### config.mk
export PLATFORM = sky130hd
export DESIGN_NAME = qenc_counter
export DESIGN_NICKNAME = d
export VERILOG_FILES = /design/src/rtl/qenc_pkg.sv /design/src/rtl/qenc_sync.sv /design/src/rtl/qenc_edge_dir.sv /design/src/rtl/qenc_ring_counter.sv /design/src/rtl/qenc_counter.sv
export SDC_FILE = /design/constraint.sdc
export NUM_CORES = 1
export LEC_CHECK = 0
export BUFFER_PORTS_ARGS = -buffer_cell sky130_fd_sc_hd__buf_4
export CAP_MARGIN = 10
export CORE_AREA = 2 2 64 66
export CTS_CLUSTER_DIAMETER = 100
export DETAILED_ROUTE_END_ITERATION = 16
export DIE_AREA = 0 0 66 68
export PLACE_DENSITY = 0.84
export SYNTH_ARGS = -nofsm -noshare
export SYNTH_HDL_FRONTEND = slang
export SYNTH_HIERARCHICAL = 1
export SYNTH_SLANG_ARGS = --single-unit
### constraint.sdc
create_clock -name clk -period 4.77 [get_ports clk]
set_input_delay 0.7155 -clock clk [delete_from_list [all_inputs] [get_ports clk]]
set_output_delay 0.7155 -clock clk [all_outputs]
set_load 0.05 [all_outputs]
### src/rtl/qenc_pkg.sv
package qenc_pkg;

    // Mode codes that enable counting
    localparam logic [2:0] QM_ONLY_A = 3'd1;
    localparam logic [2:0] QM_ONLY_B = 3'd2;
    localparam logic [2:0] QM_BOTH   = 3'd3;

    // One synchronized sample of the two phases
    typedef struct packed {
        logic a;
        logic b;
    } qsample_t;

    // A decoded step request
    typedef struct packed {
        logic valid;
        logic up;
    } qstep_t;

    function automatic logic mode_takes_a(input logic [2:0] m);
        return (m == QM_ONLY_A) || (m == QM_BOTH);
    endfunction

    function automatic logic mode_takes_b(input logic [2:0] m);
        return (m == QM_ONLY_B) || (m == QM_BOTH);
    endfunction

    // Sense of a step, given the phase that moved and the levels after it
    function automatic logic step_is_up(input logic moved_a, input qsample_t now);
        if (moved_a)
            return now.a != now.b;
        else
            return now.a == now.b;
    endfunction

endpackage

### src/rtl/qenc_sync.sv
module qenc_sync
    import qenc_pkg::*;
#(
    parameter int STAGES = 2
) (
    input  logic     clk,
    input  logic     rst,
    input  qsample_t raw,
    output qsample_t synced
);
    localparam int NBITS = $bits(qsample_t);

    logic [NBITS-1:0] raw_bits;
    logic [NBITS-1:0] out_bits;

    assign raw_bits = raw;

    generate
        for (genvar i = 0; i < NBITS; i++) begin : g_bit
            logic [STAGES-1:0] chain;
            always_ff @(posedge clk) begin
                if (rst)
                    chain <= '0;
                else if (STAGES == 1)
                    chain <= raw_bits[i];
                else
                    chain <= {chain[STAGES-2:0], raw_bits[i]};
            end
            assign out_bits[i] = chain[STAGES-1];
        end
    endgenerate

    assign synced = qsample_t'(out_bits);

endmodule

### src/rtl/qenc_edge_dir.sv
module qenc_edge_dir
    import qenc_pkg::*;
(
    input  logic       clk,
    input  logic       rst,
    input  qsample_t   cur,
    input  logic [2:0] mode,
    output qstep_t     step
);
    qsample_t prev_q;
    logic     moved_a;
    logic     moved_b;
    logic     clash;
    logic     take_a;
    logic     take_b;

    always_ff @(posedge clk) begin
        if (rst)
            prev_q <= '0;
        else
            prev_q <= cur;
    end

    always_comb begin
        moved_a = cur.a != prev_q.a;
        moved_b = cur.b != prev_q.b;
        clash   = moved_a && moved_b;
        take_a  = moved_a && !clash && mode_takes_a(mode);
        take_b  = moved_b && !clash && mode_takes_b(mode);
        step.valid = take_a || take_b;
        if (take_a)
            step.up = step_is_up(1'b1, cur);
        else
            step.up = step_is_up(1'b0, cur);
    end

    // a double transition never yields a step
    p_clash_dropped_r11: assert property (@(posedge clk) disable iff (rst)
        ((cur.a != prev_q.a) && (cur.b != prev_q.b)) |-> !step.valid);

    // idle modes never yield a step
    p_idle_mode_r12: assert property (@(posedge clk) disable iff (rst)
        !(mode inside {3'd1, 3'd2, 3'd3}) |-> !step.valid);

    // mode A-only ignores a lone B transition
    p_only_a_r2: assert property (@(posedge clk) disable iff (rst)
        (mode == 3'd1 && cur.a == prev_q.a) |-> !step.valid);

    // mode B-only ignores a lone A transition
    p_only_b_r3: assert property (@(posedge clk) disable iff (rst)
        (mode == 3'd2 && cur.b == prev_q.b) |-> !step.valid);

endmodule

### src/rtl/qenc_ring_counter.sv
module qenc_ring_counter
    import qenc_pkg::*;
#(
    parameter int CNT_W = 16
) (
    input  logic             clk,
    input  logic             rst,
    input  qstep_t           step,
    input  logic [CNT_W-1:0] period,
    output logic [CNT_W-1:0] count,
    output logic             dir_down,
    output logic             wrap_pulse
);
    localparam logic [CNT_W-1:0] ZERO = '0;
    localparam logic [CNT_W-1:0] ONE  = {{(CNT_W-1){1'b0}}, 1'b1};

    logic [CNT_W-1:0] cnt_q;
    logic [CNT_W-1:0] cnt_d;
    logic             dir_q;
    logic             wrap_q;
    logic             wrap_d;

    always_comb begin
        cnt_d  = cnt_q;
        wrap_d = 1'b0;
        if (step.valid) begin
            if (step.up) begin
                if (cnt_q >= period) begin
                    cnt_d  = ZERO;
                    wrap_d = 1'b1;
                end else begin
                    cnt_d = cnt_q + ONE;
                end
            end else begin
                if (cnt_q == ZERO) begin
                    cnt_d  = period;
                    wrap_d = 1'b1;
                end else begin
                    cnt_d = cnt_q - ONE;
                end
            end
        end
    end

    always_ff @(posedge clk) begin
        if (rst) begin
            cnt_q  <= '0;
            dir_q  <= 1'b0;
            wrap_q <= 1'b0;
        end else begin
            cnt_q  <= cnt_d;
            wrap_q <= wrap_d;
            if (step.valid)
                dir_q <= !step.up;
        end
    end

    assign count      = cnt_q;
    assign dir_down   = dir_q;
    assign wrap_pulse = wrap_q;

    // upward wrap to zero with a pulse
    p_up_wrap_r8: assert property (@(posedge clk) disable iff (rst)
        (step.valid && step.up && cnt_q >= period) |=> (cnt_q == ZERO && wrap_q));

    // downward wrap to the period with a pulse
    p_down_wrap_r9: assert property (@(posedge clk) disable iff (rst)
        (step.valid && !step.up && cnt_q == ZERO) |=> (cnt_q == $past(period) && wrap_q));

    // direction holds without a step
    p_dir_hold_r7: assert property (@(posedge clk) disable iff (rst)
        !step.valid |=> $stable(dir_q));

    // no pulse without a step in the previous cycle
    p_pulse_needs_step_r10: assert property (@(posedge clk) disable iff (rst)
        !step.valid |=> (!wrap_q && $stable(cnt_q)));

endmodule

### src/rtl/qenc_counter.sv
module qenc_counter
    import qenc_pkg::*;
#(
    parameter int CNT_W       = 16,
    parameter int SYNC_STAGES = 2
) (
    input  logic             clk,
    input  logic             rst,
    input  logic             ch0_in,
    input  logic             ch1_in,
    input  logic [2:0]       mode_sel,
    input  logic [CNT_W-1:0] period,
    output logic [CNT_W-1:0] count,
    output logic             dir_down,
    output logic             wrap_pulse
);
    qsample_t raw_s;
    qsample_t sync_s;
    qstep_t   step_s;

    assign raw_s.a = ch0_in;
    assign raw_s.b = ch1_in;

    qenc_sync #(.STAGES(SYNC_STAGES)) u_sync (
        .clk    (clk),
        .rst    (rst),
        .raw    (raw_s),
        .synced (sync_s)
    );

    qenc_edge_dir u_edge (
        .clk  (clk),
        .rst  (rst),
        .cur  (sync_s),
        .mode (mode_sel),
        .step (step_s)
    );

    qenc_ring_counter #(.CNT_W(CNT_W)) u_ring (
        .clk        (clk),
        .rst        (rst),
        .step       (step_s),
        .period     (period),
        .count      (count),
        .dir_down   (dir_down),
        .wrap_pulse (wrap_pulse)
    );

    // outputs are cleared by reset
    p_reset_state_r1: assert property (@(posedge clk)
        $past(rst) |-> (count == '0 && !dir_down && !wrap_pulse));

endmodule

==> results.ini <==
[run_status]
run_status=completed

[worst_setup_path]
worst-path-max-fanout=22
worst_setup_path_start_kind=primary input
path_class=primary input to flop
worstPathRequired_ns=4.98
cpMaxStageDelayCell=nor3_4
timing.critical_path.to_type=flop
crit_chain=buf_4 -> nor2b_1 -> o2111ai_1 -> nand3_1 -> buf_4 -> nor2b_1 -> o21ai_0 -> nor3_4 -> or4b_1 -> a31oi_1
crit_path_max_incr_delay_ns=0.75
critical_path_arrival_ns=3.39

[grt]
most_used_routing_layer_in_global_routing=met2
overflow=0
first_global_vias=2082
grt_antenna_before_repair=0
grt_max_degree=28
wire_length_of_the_first_global_routing_pass_mm=9.85
grt_use_total_pct=28.0
grtUsageMet1_pct=39.7
grt_util_met3_pct=2.80
grt_util_met2_pct=43.7

[synthesis]
synth_fp_nets=342
syn-mean-instance-area_um2=7.44
yosys.cell_count.top_type=nor2_1
post-synth-top-area-cell=dfxtp_1
ys.warnings.count=6
synth_cell_types=55
synth-edff-count=0
synthTopCellsByArea=dfxtp_1 22%, ha_1 11%, a21oi_1 5.4%
ys_dominant_reg_cell=dfxtp_1
synth_commonest_cells=27 x nor2_1, 24 x a21oi_1, 24 x dfxtp_1, 24 x inv_1, 19 x ha_1
syn-cell-area_um2=2230
ys_seq_elements=24
async_reset_ff_share_pct=0
synth_sequential_area_ratio_pct=21.5
postSynthCellCount=300
netlist.area_leader.share_pct=21.5

[clocking]
cts.sinks=24
htreeDepth=1
tritoncts_clock_tree=yes
cts-resized-gates=0
clock_latency_ns=0.27
cts_buffers=3
worst_setup_hold_path_clk_slew_ns=0.10
postCtsSetupRepairBufs=0
postCtsHoldBufs=0
cts.path.max_buffers=2
cts.root.buffer_cell=clkbuf_8

[layout]
regArea_um2=480
layout_overhead_on_the_synthesized_area_pct=15.7
multi_input_comb_area_um2=1560
fin_nets=367
fillers=334
insertedDiodeCount=0
drive_above_1_share_pct=17.0

[detailed_routing]
drt_drc_violations_left=0
route.final.wire_length_mm=6.17
dr_total_vias=2438
drt_first_pass_iters=5
routed_length_per_placed_instance_um=16.5
detail_route.vias_per_cell=6.52
detail-route-antenna-nets=0
dr.first_iter.drc_count=223

[flow_run]
maxcap_viol_count=0

[sta]
slew_violations=0
skew_ns=0.00451
final-setup-viol-count=0
worst_hold_slack_after_final_layout_ns=0.450
max_freq_mhz=314
hold_violations=0
post-route-period-util_pct=66.9
finalWorstPathRequiredPeriod_ns=3.19
slew_at_the_pin_closest_to_its_max_slew_limit_ns=0.842
slew_headroom_pct=43.7
finalSetupTns_ns=0
grt_setup_unrepaired=no

[floorplanning]
dieHeight_um=68
rows=23
die-width_um=66
top_level_ports=41
fp.dieArea_um2=4490
core_region_area_um2=3860
initial_core_util_pct=57.9

[power_and_ir_drop]
power_density_nw_per_um2=247
p_leak_nw=1.15
irDropWorstVdd_uv=125

[placement]
dpl.hpwl_mm=4.39
globalplace.congestion=0.890
place.port_buffers=40

[hold_path]
min-delay-path-class=flop to flop

-- final timing paths --
kind,start,end,slack [ns],cells after the start
max,mode_sel[2],u_ring/count[3],1.58,10
min,u_sync/g_bit[1].chain[0],u_sync/g_bit[1].chain[1],0.45,1
max reg2reg,u_ring/count[2],u_ring/count[3],1.78,7
min reg2reg,u_sync/g_bit[1].chain[0],u_sync/g_bit[1].chain[1],0.45,1
-- sequential cells by signal (all words and copies together) (netlist names) --
name	count
u_ring/dir_down	1
u_edge/prev_q	2
u_ring/wrap_pulse	1
u_ring/count	16
u_sync/g_bit.chain	4
-- cell usage in the layout (no fill, tap or decap), drive strengths merged, types with 2 or more instances in the layout --
cell type / netlist / routed
o32ai: 4 / 4
o21ai: 15 / 15
nand4b: 3 / 3
nor3b: 2 / 2
nor4: 10 / 10
dfxtp: 24 / 24
clkbuf: 14 / 3
nand2: 14 / 14
buf: 8 / 42
o21a: 2 / 2
a211oi: 10 / 10
o31ai: 3 / 3
o2111ai: 2 / 2
and3: 3 / 3
o311a: 2 / 2
xor2: 6 / 6
nor2: 27 / 27
and4: 2 / 2
inv: 24 / 24
and2: 2 / 2
ha: 19 / 19
a31oi: 6 / 6
xnor2: 5 / 5
nand2b: 5 / 5
o41ai: 5 / 5
or4: 2 / 2
or2: 2 / 2
nor3: 7 / 7
a21oi: 25 / 25
nand3: 15 / 15
nor2b: 9 / 9
nand4: 10 / 10
-- where the power goes --
part           internal (mW)  leakage [nW]  switching, mW
Combinational         0.0807         0.916          0.151
Clock                  0.112        0.0357         0.0727
Sequential             0.207         0.195         0.0145
Total                  0.400          1.15          0.238
-- per-layer routing --
metal  vias to the layer above  wire length [µm]
met4                         0               146
met1                      1108              2620
met3                        22               609
met5                         -                 0
met2                       160              2800
li1                       1148                 -
-- worst max-delay path: cells and delay by family --
family | cells | cell delay (ns)
simple gates | 5 | 1.75
compound gates | 3 | 0.59
buf+inv | 2 | 0.32
-- kinds of logic after synthesis --
group	Yosys count	synth area share [%]
buffers and inverters	47	8.57
muxes	1	0.504
xor gates and xnor gates	11	4.31
AOI/OAI and AO/OA	82	25.0
and+or+nand+nor	116	29.4
adders and majority gates	19	10.6
DFF	24	21.5
-- cell type report --
cell class	count	area share [%]
Clock buffer	3	1.60
Timing Repair Buffer	42	12.2
Sequential cell	24	18.6
Tap cell	50	2.42
Clock inverter	1	1.16
Multi-Input combinational cell	229	60.4
Inverter	25	3.63
-- metrics by stage --
step           setup slack, ns  util (%)  power [mW]  cell area (µm²)  cells
2_1_floorplan             2.19         -       0.390             2230    300
3_3_place_gp              1.57      65.2       0.448             2510    370
3_5_place_dp              1.43      65.2       0.451             2510    370
4_1_cts                   1.70      67.0       0.635             2580    374
5_1_grt                   1.48      67.0       0.666             2580    374
6_report                  1.58      67.0       0.638             2580    374
Note: power is estimated with default switching activity, not from simulation.
